--- src/rtl/spi_clkdiv_pkg.sv ---
package spi_clkdiv_pkg;
  // Strobes passed from the counting control to the level datapath.
  typedef struct packed {
    logic toggle;  // half-period boundary this cycle
    logic hold;    // divider idle, force idle polarity
  } clkStrobe_t;
endpackage

--- src/rtl/spi_clkdiv_ctrl.sv ---
module spi_clkdiv_ctrl
  import spi_clkdiv_pkg::*;
#(
  parameter int LIN_W = 8,
  parameter int EXP_W = 4
) (
  input  logic                     clk,
  input  logic                     rstN,
  input  logic                     run,
  input  logic [LIN_W+EXP_W:0]     ctrlWord,
  output clkStrobe_t               strobes
);
  localparam int CW_W    = LIN_W + EXP_W + 1;
  localparam int SEL_BIT = LIN_W + EXP_W;
  localparam int POW_MAX = (1 << EXP_W) - 1;
  localparam int CNT_W   = (POW_MAX > LIN_W + 1) ? POW_MAX : LIN_W + 1;

  logic [CW_W-1:0]  cfgQ;
  logic [CNT_W-1:0] cnt;
  logic [CNT_W-1:0] halfLen;
  logic [EXP_W-1:0] expF;
  logic             toggle;

  assign expF = cfgQ[SEL_BIT-1:LIN_W];

  // Half-period length in module cycles for the latched law.
  always_comb begin
    if (cfgQ[SEL_BIT]) begin
      halfLen = CNT_W'(cfgQ[LIN_W-1:0]) + CNT_W'(1);
    end else if (expF == '0) begin
      halfLen = CNT_W'(1);
    end else begin
      halfLen = CNT_W'(1) << (expF - EXP_W'(1));
    end
  end

  assign toggle = run && (cnt == halfLen - CNT_W'(1));

  // New configuration is accepted only while idle or at a boundary.
  always_ff @(posedge clk or negedge rstN) begin
    if (!rstN) begin
      cfgQ <= '0;
    end else if (!run || toggle) begin
      cfgQ <= ctrlWord;
    end
  end

  always_ff @(posedge clk or negedge rstN) begin
    if (!rstN) begin
      cnt <= '0;
    end else if (!run || toggle) begin
      cnt <= '0;
    end else begin
      cnt <= cnt + CNT_W'(1);
    end
  end

  assign strobes.toggle = toggle;
  assign strobes.hold   = !run;

  // no strobe while idle
  assert_strobe_needs_run_R6: assert property (@(posedge clk) disable iff (!rstN)
    strobes.toggle |-> run);

  // configuration frozen between boundaries while running
  assert_cfg_frozen_R5: assert property (@(posedge clk) disable iff (!rstN)
    (run && $past(run) && !$past(toggle)) |-> $stable(cfgQ));

  // count never leaves the active half-period
  assert_cnt_in_range_R8: assert property (@(posedge clk) disable iff (!rstN)
    cnt < halfLen);

  // idle cycle returns counter to zero
  assert_idle_zero_R8: assert property (@(posedge clk) disable iff (!rstN)
    $past(!run) |-> (cnt == '0));
endmodule

--- src/rtl/spi_clkdiv_dp.sv ---
module spi_clkdiv_dp
  import spi_clkdiv_pkg::*;
(
  input  logic       clk,
  input  logic       rstN,
  input  logic       idlePol,
  input  clkStrobe_t strobes,
  output logic       level
);
  always_ff @(posedge clk or negedge rstN) begin
    if (!rstN) begin
      level <= 1'b0;
    end else if (strobes.hold) begin
      level <= idlePol;
    end else if (strobes.toggle) begin
      level <= ~level;
    end
  end

  // idle level follows idle polarity
  assert_idle_level_R6: assert property (@(posedge clk) disable iff (!rstN)
    $past(strobes.hold) |-> (level == $past(idlePol)));

  // while running, level changes exactly after a strobe
  assert_level_on_strobe_R7: assert property (@(posedge clk) disable iff (!rstN)
    (!$past(strobes.hold)) |-> ((level != $past(level)) == $past(strobes.toggle)));
endmodule

--- src/rtl/spi_clkdiv.sv ---
module spi_clkdiv
  import spi_clkdiv_pkg::*;
#(
  parameter int LIN_W = 8,
  parameter int EXP_W = 4
) (
  input  logic                 clk,
  input  logic                 rstN,
  input  logic                 run,
  input  logic                 idlePol,
  input  logic [LIN_W+EXP_W:0] ctrlWord,
  output logic                 sclkToggle,
  output logic                 sclkLevel
);
  clkStrobe_t strobes;

  spi_clkdiv_ctrl #(.LIN_W(LIN_W), .EXP_W(EXP_W)) ctrl_i (
    .clk      (clk),
    .rstN     (rstN),
    .run      (run),
    .ctrlWord (ctrlWord),
    .strobes  (strobes)
  );

  spi_clkdiv_dp dp_i (
    .clk     (clk),
    .rstN    (rstN),
    .idlePol (idlePol),
    .strobes (strobes),
    .level   (sclkLevel)
  );

  assign sclkToggle = strobes.toggle;
endmodule

--- config.mk ---
export PLATFORM = sky130hd
export DESIGN_NAME = spi_clkdiv
export DESIGN_NICKNAME = d
export VERILOG_FILES = /design/src/rtl/spi_clkdiv_pkg.sv /design/src/rtl/spi_clkdiv_ctrl.sv /design/src/rtl/spi_clkdiv_dp.sv /design/src/rtl/spi_clkdiv.sv
export SDC_FILE = /design/constraint.sdc
export NUM_CORES = 1
export LEC_CHECK = 0
export ABC_AREA = 1
export BUFFER_PORTS_ARGS = -buffer_cell sky130_fd_sc_hd__buf_4
export CAP_MARGIN = 25
export CORE_MARGIN = 2
export CORE_UTILIZATION = 54
export CTS_CLUSTER_DIAMETER = 30
export CTS_CLUSTER_SIZE = 10
export DETAILED_ROUTE_END_ITERATION = 10
export PLACE_DENSITY = 0.74
export SLEW_MARGIN = 20
export SYNTH_ARGS = -nofsm -noshare
export SYNTH_HDL_FRONTEND = slang
export SYNTH_SLANG_ARGS = --single-unit
--- constraint.sdc ---
create_clock -name clk -period 3 [get_ports clk]
set_input_delay 0.3 -clock clk [delete_from_list [all_inputs] [get_ports clk]]
set_output_delay 0.3 -clock clk [all_outputs]
set_load 0.05 [all_outputs]
# --- Yosys cells after proc, flatten, opt, wreduce, memory -nomap -nowiden ---
# Cells that the tools add are included.
classes:
  n_addsub: 4
  n_eq_ne: 2
  n_shift: 1
  mux: 5
  bitwise: 1
  n_reduce_logical: 4
ops:
  columns: ["cell", "n"]
  rows:
  - ["15-bit 2-to-1 mux", 3]
  - ["15-bit by 1-bit adder with 15-bit output (second input constant)", 1]
  - ["15-bit equality test", 1]
  - ["1-bit by 4-bit left shift with 15-bit output (first input constant)", 1]
  - ["15-bit by 1-bit subtractor with 15-bit output (second input constant)", 1]
  - ["8-bit by 1-bit adder with 9-bit output (second input constant)", 1]
  - ["4-bit zero test", 1]
  - ["4-bit by 1-bit subtractor with 4-bit output (second input constant)", 1]
  - ["1-bit 2-to-1 mux", 2]
  - ["2-bit by 1-bit != test with 1-bit output (second input constant)", 1]
  - ["1-bit logical AND", 1]
  - ["1-bit zero test", 1]
  - ["1-bit logical OR", 1]
  - ["1-bit NOT", 1]
word_totals:
  regBits: 29
  inputBits: 17
  word_cells: 20

# --- Logic depth before layout (Yosys ltp) ---
# Gate-level depths: netlist of run 1.
depth:
  word_depth: 9
  depth_mapped: 20

# --- By module ---
# Synthesis of run 1 repeated with hierarchy kept, for this count alone.
hier_totals:
  cells_unflattened: 379
  area_unflattened_um2: 2621.3
modules_own_cells:
  columns: ["module", "instances", "cells_each", "area_each_um2", "seq_area_each_um2"]
  rows:
  - ["spi_clkdiv_ctrl", 1, 370, 2563.7, 700.7]
  - ["spi_clkdiv_dp", 1, 9, 57.6, 25.0]

# --- Worst setup path before layout of run 1 ---
# OpenSTA, ideal clock, no wires.
synth_timing:
  path_kind: "flip-flop to output port"
  startpoint: "reg ctrl_i.cfgQ[0]"
  endpoint: "out sclkToggle"
  t_arrival_ns: 2.786
  required_ns: 2.700
  setup_slack_ns: -0.086
  stages_incl_launch_ff: 16
  path_buffers: 1
  cell_sequence: "dfrtp_1 > ha_1 > nand2_1 > inv_1 > nor2_1 > ha_1 > nand2_1 > nand3b_1 > nor2_2 > nand3_1 > nand2_1 > inv_2 > nor2_1 > nand3_2 > buf_2 > nor2_1"
synth_between:
  elab_chain_cells: 5
synth_rtl:
  columns: ["element", "line_no", "source"]
  rows:
  - ["start: declaration", "spi_clkdiv_ctrl.sv:18", "logic [CW_W-1:0] cfgQ;"]
  - ["start signal: assignment", "spi_clkdiv_ctrl.sv:44", "cfgQ <= ctrlWord;"]
  - ["8-bit by 1-bit adder with 9-bit output", "spi_clkdiv_ctrl.sv:29", "halfLen = CNT_W'(cfgQ[LIN_W-1:0]) + CNT_W'(1);"]
  - ["15-bit 2-to-1 mux", "spi_clkdiv_ctrl.sv:28", "if (cfgQ[SEL_BIT]) begin"]
  - ["15-bit by 1-bit subtractor with 15-bit output", "spi_clkdiv_ctrl.sv:37", "assign toggle = run && (cnt == halfLen - CNT_W'(1));"]
  - ["15-bit equality test", "spi_clkdiv_ctrl.sv:37", null]
  - ["1-bit logical AND", "spi_clkdiv_ctrl.sv:37", null]
  - ["end: declaration", "spi_clkdiv.sv:12", "output logic sclkToggle,"]
# Every way passes these cells.

# --- Worst setup path in the final report of run 1 ---
layout_timing:
  startpoint: "reg ctrl_i.cfgQ[1]"
  endpoint: "out sclkToggle"
# Same word-level chain as after synthesis.

==> results of run 1 <==
==> power groups by stage <==
| stage | registers [W] | clock network, W | logic, W |
|---|---|---|---|
| floorplan | 0.000445 | 0 | 0.000293 |
| global placement | 0.000451 | 0 | 0.000364 |
| detailed placement | 0.000452 | 0 | 0.000369 |
| CTS | 0.000444 | 0.000321 | 0.000381 |
| global route | 0.000452 | 0.000336 | 0.000479 |
| finish | 0.000448 | 0.000312 | 0.000422 |
==> cell families (layout without fill, tap and decap cells) <==
| group | after synthesis | count (layout) | share of synthesized area |
|---|---|---|---|
| AOI/OAI and AO/OA | 8 | 8 | 0.0253 |
| xor gates and xnor gates | 15 | 15 | 0.0599 |
| adders and majority gates | 3 | 3 | 0.0155 |
| buffers and inverters | 70 | 99 | 0.121 |
| DFF | 29 | 29 | 0.300 |
| and+or+nand+nor | 254 | 254 | 0.479 |
==> final timing paths <==
check / slack [ns] / to / cells after the start
worst max-delay path: 0.16 / sclkToggle / 16
worst min-delay path: 0.21 / ctrl_i.cfgQ[1] / 3
worst max register to register: 0.31 / ctrl_i.cfgQ[7] / 19
worst min register to register: 0.51 / ctrl_i.cnt[0] / 1
max in group asynchronous: 2.23 / ctrl_i.cfgQ[8] / 2
min in group asynchronous: 0.48 / ctrl_i.cfgQ[5] / 2
==> metal layers <==
metal,global-route usage,vias up
met3,0.0456,6
met1,0.300,1019
li1,-,1228
met2,0.350,40
met5,0,-
met4,0.0692,0
==> stage by stage <==
step	instances	power, W	setup TNS (ns)	instance area [µm²]
2_1_floorplan	379	0.000738	0	2420
3_3_place_gp	444	0.000815	0	2600
3_5_place_dp	444	0.000821	0	2600
4_1_cts	456	0.00115	0	2720
5_1_grt	460	0.00127	-0.00526	2840
6_report	460	0.00118	0	2840
==> state kept, by name, summed over array words and instances (netlist names) <==
signal,count
ctrl_i.cfgQ,13
ctrl_i.cnt,15
dp_i.level,1
==> final cells by class <==
class                   count  area (µm²)  share of cell area
multi-input cells         280        1490               0.525
flip-flops and latches     29         732               0.258
repair buffers             32         246              0.0869
inverters                  59         221              0.0781
clock buffers               6        72.6              0.0256
well taps                  52        65.1              0.0229
clock inverters             2        10.0             0.00353
==> cell usage after synthesis (3+ instances only) <==
| cell | number | area (µm²) |
|---|---|---|
| dfrtp_1 | 29 | 726 |
| nor3_1 | 5 | 25.0 |
| nor2_1 | 43 | 161 |
| inv_1 | 53 | 199 |
| xor2_1 | 11 | 96.3 |
| inv_2 | 5 | 18.8 |
| nand2_1 | 118 | 443 |
| nand4_1 | 8 | 50.1 |
| ha_1 | 3 | 37.5 |
| o21ai_0 | 5 | 25.0 |
| nand2_2 | 3 | 18.8 |
| nor2_2 | 15 | 93.8 |
| nand3_1 | 50 | 250 |
| nor2_4 | 4 | 45.0 |
| xnor2_1 | 3 | 26.3 |
| buf_2 | 6 | 30.0 |
==> what timing repair did <==
action | 4_1_cts | 5_1_grt
setup endpoints to repair | 1 | 25
resized for setup | 3 | 26
hold endpoints to repair | 29 | 0
pin swaps | 4 | 17
setup buffers | 3 | 5
hold buffers | 1 | 0
==> critical path, cell delays in order (launching register included) <==
cell and delay (ns):
dfrtp_1 0.44, ha_4 0.19, nand2_2 0.07, nand2_1 0.07, nor2_1 0.06, nor2_4 0.16
inv_1 0.07, nor2_2 0.16, nand2_2 0.10, nor2_4 0.15, nand2_1 0.07, nand2_1 0.06
nand2_1 0.08, nor3_4 0.17, nand3_2 0.13, nor2_4 0.13, buf_6 0.16
==> results.py, run 1 <==
metrics = {
    "status": {
        "status": "finished clean",
    },
    "power": {
        "p_seq_frac": 0.379,
        "power.density_nw_per_um2": 417,
        "p_clk_frac": 0.264,
        "p_switching_w": 0.000436,
        "combPwrFrac": 0.357,
        "p_leak_nw": 1.45,
        "switching_share": 0.369,
        "p_int_w": 0.000746,
        "vdd_drop_max_v": 0.000237,
    },
    "finish": {
        "layout_commonest_cell": "nand2_1",
        "num_antenna_cells": 0,
        "fillerInstances": 411,
        "layout-drive-gt1-share": 0.230,
        "fin_nets": 427,
        "final_cell_mix": "nand2_1, inv_1, nand3_1",
        "fin_util": 0.656,
        "area_delta_synth_final_pct": 17.0,
    },
    "sta": {
        "worst_slew_pin_slew_ns": 0.411,
        "hold_viol": 0,
        "min_period_over_period": 0.947,
        "finalSetupViolCount": 0,
        "slew_headroom": 0.724,
        "whs_ns": 0.208,
        "post-route-min-period_ns": 2.84,
        "clock_skew_ns": 0.00553,
        "maxSlewViolCount": 0,
        "layout_setup_ws_ns": 0.160,
        "max_freq_ghz": 0.352,
    },
    "clocking": {
        "clk_path_buf_depth": 2,
        "cts_tree": "built",
        "clock_insertion_delay_worst_skew_ns": 0.28,
        "cts_buffers": 5,
        "cts_num_sinks": 29,
        "clock-root-buffer": "clkbuf_8",
        "clk_pin_slew_ns": 0.07,
        "h-tree-depth": 2,
    },
    "synth": {
        "synth_cells": 379,
        "syn_area_um2": 2420,
        "ys_seq_area_frac": 0.300,
        "syn_avg_cell_area_um2": 6.39,
        "synth_edf_count": 0,
        "yosysUniqueCellTypes": 30,
        "synth-main-ff-cell": "dfrtp_1",
        "synth.yosys.warnings": 0,
        "ys_ff_latch": 29,
        "async_flop_share": 1.00,
        "syn_nets": 399,
    },
    "worst_setup_path": {
        "cp.required_ns": 2.70,
        "crit_start": "ctrl_i.cfgQ[1]",
        "crit_type": "flop to primary output",
        "worstPathMaxFanout": 5,
        "worstPathArrival_ns": 2.54,
        "critPathCaptureType": "primary output",
        "startpoint_type": "flop",
        "r2r-start": "ctrl_i.cfgQ[1]",
    },
    "detailed_routing": {
        "wl_per_cell_um": 11.3,
        "drc": 0,
        "drt-pass1-iter-count": 4,
        "postRouteAntennaNets": 0,
        "vias_per_cell": 4.98,
        "wl_met1_um": 2530,
        "drt_iter0_markers": 171,
        "wirelength_um": 5200,
        "wl_met2_um": 2450,
        "vias": 2293,
        "met3_length_um": 164,
        "maxUsedRoutingLayer": "met4",
    },
    "hold_path": {
        "min_from": "ctrlWord[1]",
        "min_path_type": "input pin to flop",
    },
    "die": {
        "initial_utilization": 0.560,
        "fp.dieH_um": 71.0,
        "io_pins": 19,
        "die_width_um": 71.0,
        "rows": 24,
        "die_area_um2": 5040,
        "coreArea_um2": 4320,
    },
    "placement": {
        "hpwl_um": 3990,
        "place_ws_ns": 0.151,
        "gp_congestion": 0.887,
        "port_buffers": 18,
    },
    "global_route": {
        "grt_pass1_wl_um": 8890,
        "antenna_found_initial": 0,
        "track_usage": 0.219,
        "grt-ovfl-total": 0,
        "grt_pass1_vias": 2011,
        "grt_max_degree": 30,
    },
    "job": {
        "max_cap_violations": 0,
    },
}
Note: power is estimated with default switching activity, not from simulation.
==> run 2: changes to the inputs <==
--- a/config.mk
+++ b/config.mk
@@ -11,9 +11,10 @@
 export CORE_MARGIN = 2
 export CORE_UTILIZATION = 54
 export CTS_CLUSTER_DIAMETER = 30
-export CTS_CLUSTER_SIZE = 10
+export CTS_CLUSTER_SIZE = 14
 export DETAILED_ROUTE_END_ITERATION = 10
-export PLACE_DENSITY = 0.74
+export MAX_ROUTING_LAYER = met4
+export PLACE_DENSITY = 0.73
 export SLEW_MARGIN = 20
 export SYNTH_ARGS = -nofsm -noshare
 export SYNTH_HDL_FRONTEND = slang
==> results.py, run 2 (same netlist as run 1, synthesis figures left out) <==
metrics = {
    "sta": {
        "layout_setup_ws_ns": 0.114,
        "worst_slew_pin_slew_ns": 0.376,
        "slew_headroom": 0.750,
        "hold_viol": 0,
        "clock_skew_ns": 0.00538,
        "max_freq_ghz": 0.346,
        "maxSlewViolCount": 0,
        "rsz0062_at_grt": "true",
        "min_period_over_period": 0.962,
        "finalSetupViolCount": 0,
        "post-route-min-period_ns": 2.89,
    },
    "detailed_routing": {
        "postRouteAntennaNets": 0,
        "vias": 2324,
        "drc": 0,
        "drt_iter0_markers": 118,
        "wl_per_cell_um": 11.9,
        "vias_per_cell": 5.04,
        "wirelength_um": 5480,
        "drt-pass1-iter-count": 4,
    },
    "global_route": {
        "grt_pass1_wl_um": 9410,
        "grt_max_degree": 30,
        "antenna_found_initial": 0,
        "gr-usage-met2": 0.389,
        "grt_use_met1": 0.305,
        "busiest_layer": "met2",
        "grt_pass1_vias": 2164,
        "track_usage": 0.236,
        "grt_use_met3": 0.0385,
        "grt-ovfl-total": 0,
    },
    "power": {
        "finalPower_w": 0.00122,
        "p_leak_nw": 1.47,
        "power.density_nw_per_um2": 420,
        "vdd_drop_max_v": 0.000249,
    },
    "worst_setup_path": {
        "cpMostUsedCell": "nor2_2",
        "worstPathCellList": "ha_4 > nand2_2 > inv_1 > nor2_2 > ha_4 > nand2_4 > nand3b_1 > nor2_2 > nand3_1 > nand2_1 > nand2_1 > nor2_2 > nand3_2 > nor2_2 > buf_6",
        "worstPathArrival_ns": 2.59,
        "critPathCaptureType": "primary output",
        "worstPathMaxFanout": 4,
        "cp.buffers_inverters": 2,
        "cp.required_ns": 2.70,
        "slowest_delay_ns": 0.43,
        "crit_slowest_cell": "dfrtp_1",
        "startpoint_type": "flop",
        "cp_top_family": "simple AND/OR/NAND/NOR gates",
        "crit_type": "flop to primary output",
    },
    "finish": {
        "area_delta_synth_final_pct": 19.5,
        "largest-register": "ctrl_i.cnt",
        "largest_reg_flops": 15,
        "final_cell_mix": "nand2_1, inv_1, nand3_1",
        "fin_nets": 429,
        "layout-drive-gt1-share": 0.242,
        "reg_top3": "ctrl_i.cnt x15, ctrl_i.cfgQ x13, dp_i.level x1",
        "num_antenna_cells": 0,
        "layout_commonest_cell": "nand2_1",
    },
    "die": {
        "fp.dieH_um": 71.0,
        "initial_utilization": 0.560,
        "rows": 24,
        "die_width_um": 71.0,
        "io_pins": 19,
        "coreArea_um2": 4320,
        "die_area_um2": 5040,
    },
    "clocking": {
        "h-tree-depth": 2,
        "clock-root-buffer": "clkbuf_8",
        "cts_num_sinks": 29,
        "clk_pin_slew_ns": 0.06,
        "clk_path_buf_depth": 2,
        "cts_tree": "built",
        "cts_buffers": 5,
        "clock_insertion_delay_worst_skew_ns": 0.28,
    },
    "status": {
        "status": "finished clean",
    },
    "placement": {
        "hpwl_um": 4000,
        "gp_congestion": 0.892,
        "place_ws_ns": 0.270,
        "port_buffers": 18,
    },
    "job": {
        "max_cap_violations": 0,
    },
    "hold_path": {
        "min_path_type": "input pin to flop",
    },
}
run 2: cell count changes in the layout (fill, tap and decap cells not counted), moves of 2 or more:
cell      before  now
nand3_2        3    5
nor2_2        17   20
nand2_4        1    4
nand3_1       49   47
nor2_4         7    5
nand2_2        9    7
buf_12         0    2
clkinv_2       2    0
run 2: what timing repair did:
action,CTS,global route
setup endpoints to repair,1,1
gates resized for setup,2,31
hold endpoints to repair,29,0
hold buffers,1,0
buffers inserted,0,11
pin swaps,1,18
run 2: final timing paths:
check / from / end / slack, ns / cells after the start
min in group asynchronous: rstN / ctrl_i.cfgQ[7] / 0.50 / 2
hold / removal: ctrlWord[11] / ctrl_i.cfgQ[11] / 0.21 / 3
hold reg to reg: ctrl_i.cnt[0] / ctrl_i.cnt[0] / 0.52 / 1
setup / recovery: ctrl_i.cfgQ[1] / sclkToggle / 0.11 / 15
max in group asynchronous: rstN / ctrl_i.cfgQ[8] / 2.21 / 2
setup reg to reg: ctrl_i.cfgQ[1] / ctrl_i.cfgQ[1] / 0.46 / 17
run 2: power by group:
part	switching (W)	internal, W
Clock	0.000146	0.000182
Combinational	0.000258	0.000182
Sequential	0.0000337	0.000416
run 2: area by class of cell:
type,instances,area (µm²)
multi-input cells,280,1500
fillers,392,1430
repair buffers,34,287
well taps,52,65.1
inverters,59,221
clock buffers,7,86.3
flip-flops and latches,29,733
run 2: metrics by stage:
| stage | cell area, µm² | std cells | utilization | setup TNS [ns] | hold WS [ns] |
|---|---|---|---|---|---|
| floorplan | 2420 | 379 | - | 0 | 0.00441 |
| global placement | 2600 | 442 | 0.600 | 0 | 0.246 |
| detailed placement | 2600 | 442 | 0.600 | 0 | 0.247 |
| CTS | 2700 | 450 | 0.624 | 0 | 0.205 |
| global route | 2890 | 461 | 0.669 | -0.0651 | 0.222 |
| finish | 2890 | 461 | 0.669 | 0 | 0.212 |
run 2: tightest hold or removal path: stages:
cell     delay [ns]
buf_4          0.08
nand2_1        0.04
nand2_1        0.04
run 2: per-layer routing:
metal,vias to the layer above,routed length (µm)
li1,1222,-
met1,1054,2630
met2,41,2590
met3,7,197
met4,0,62
met5,-,0
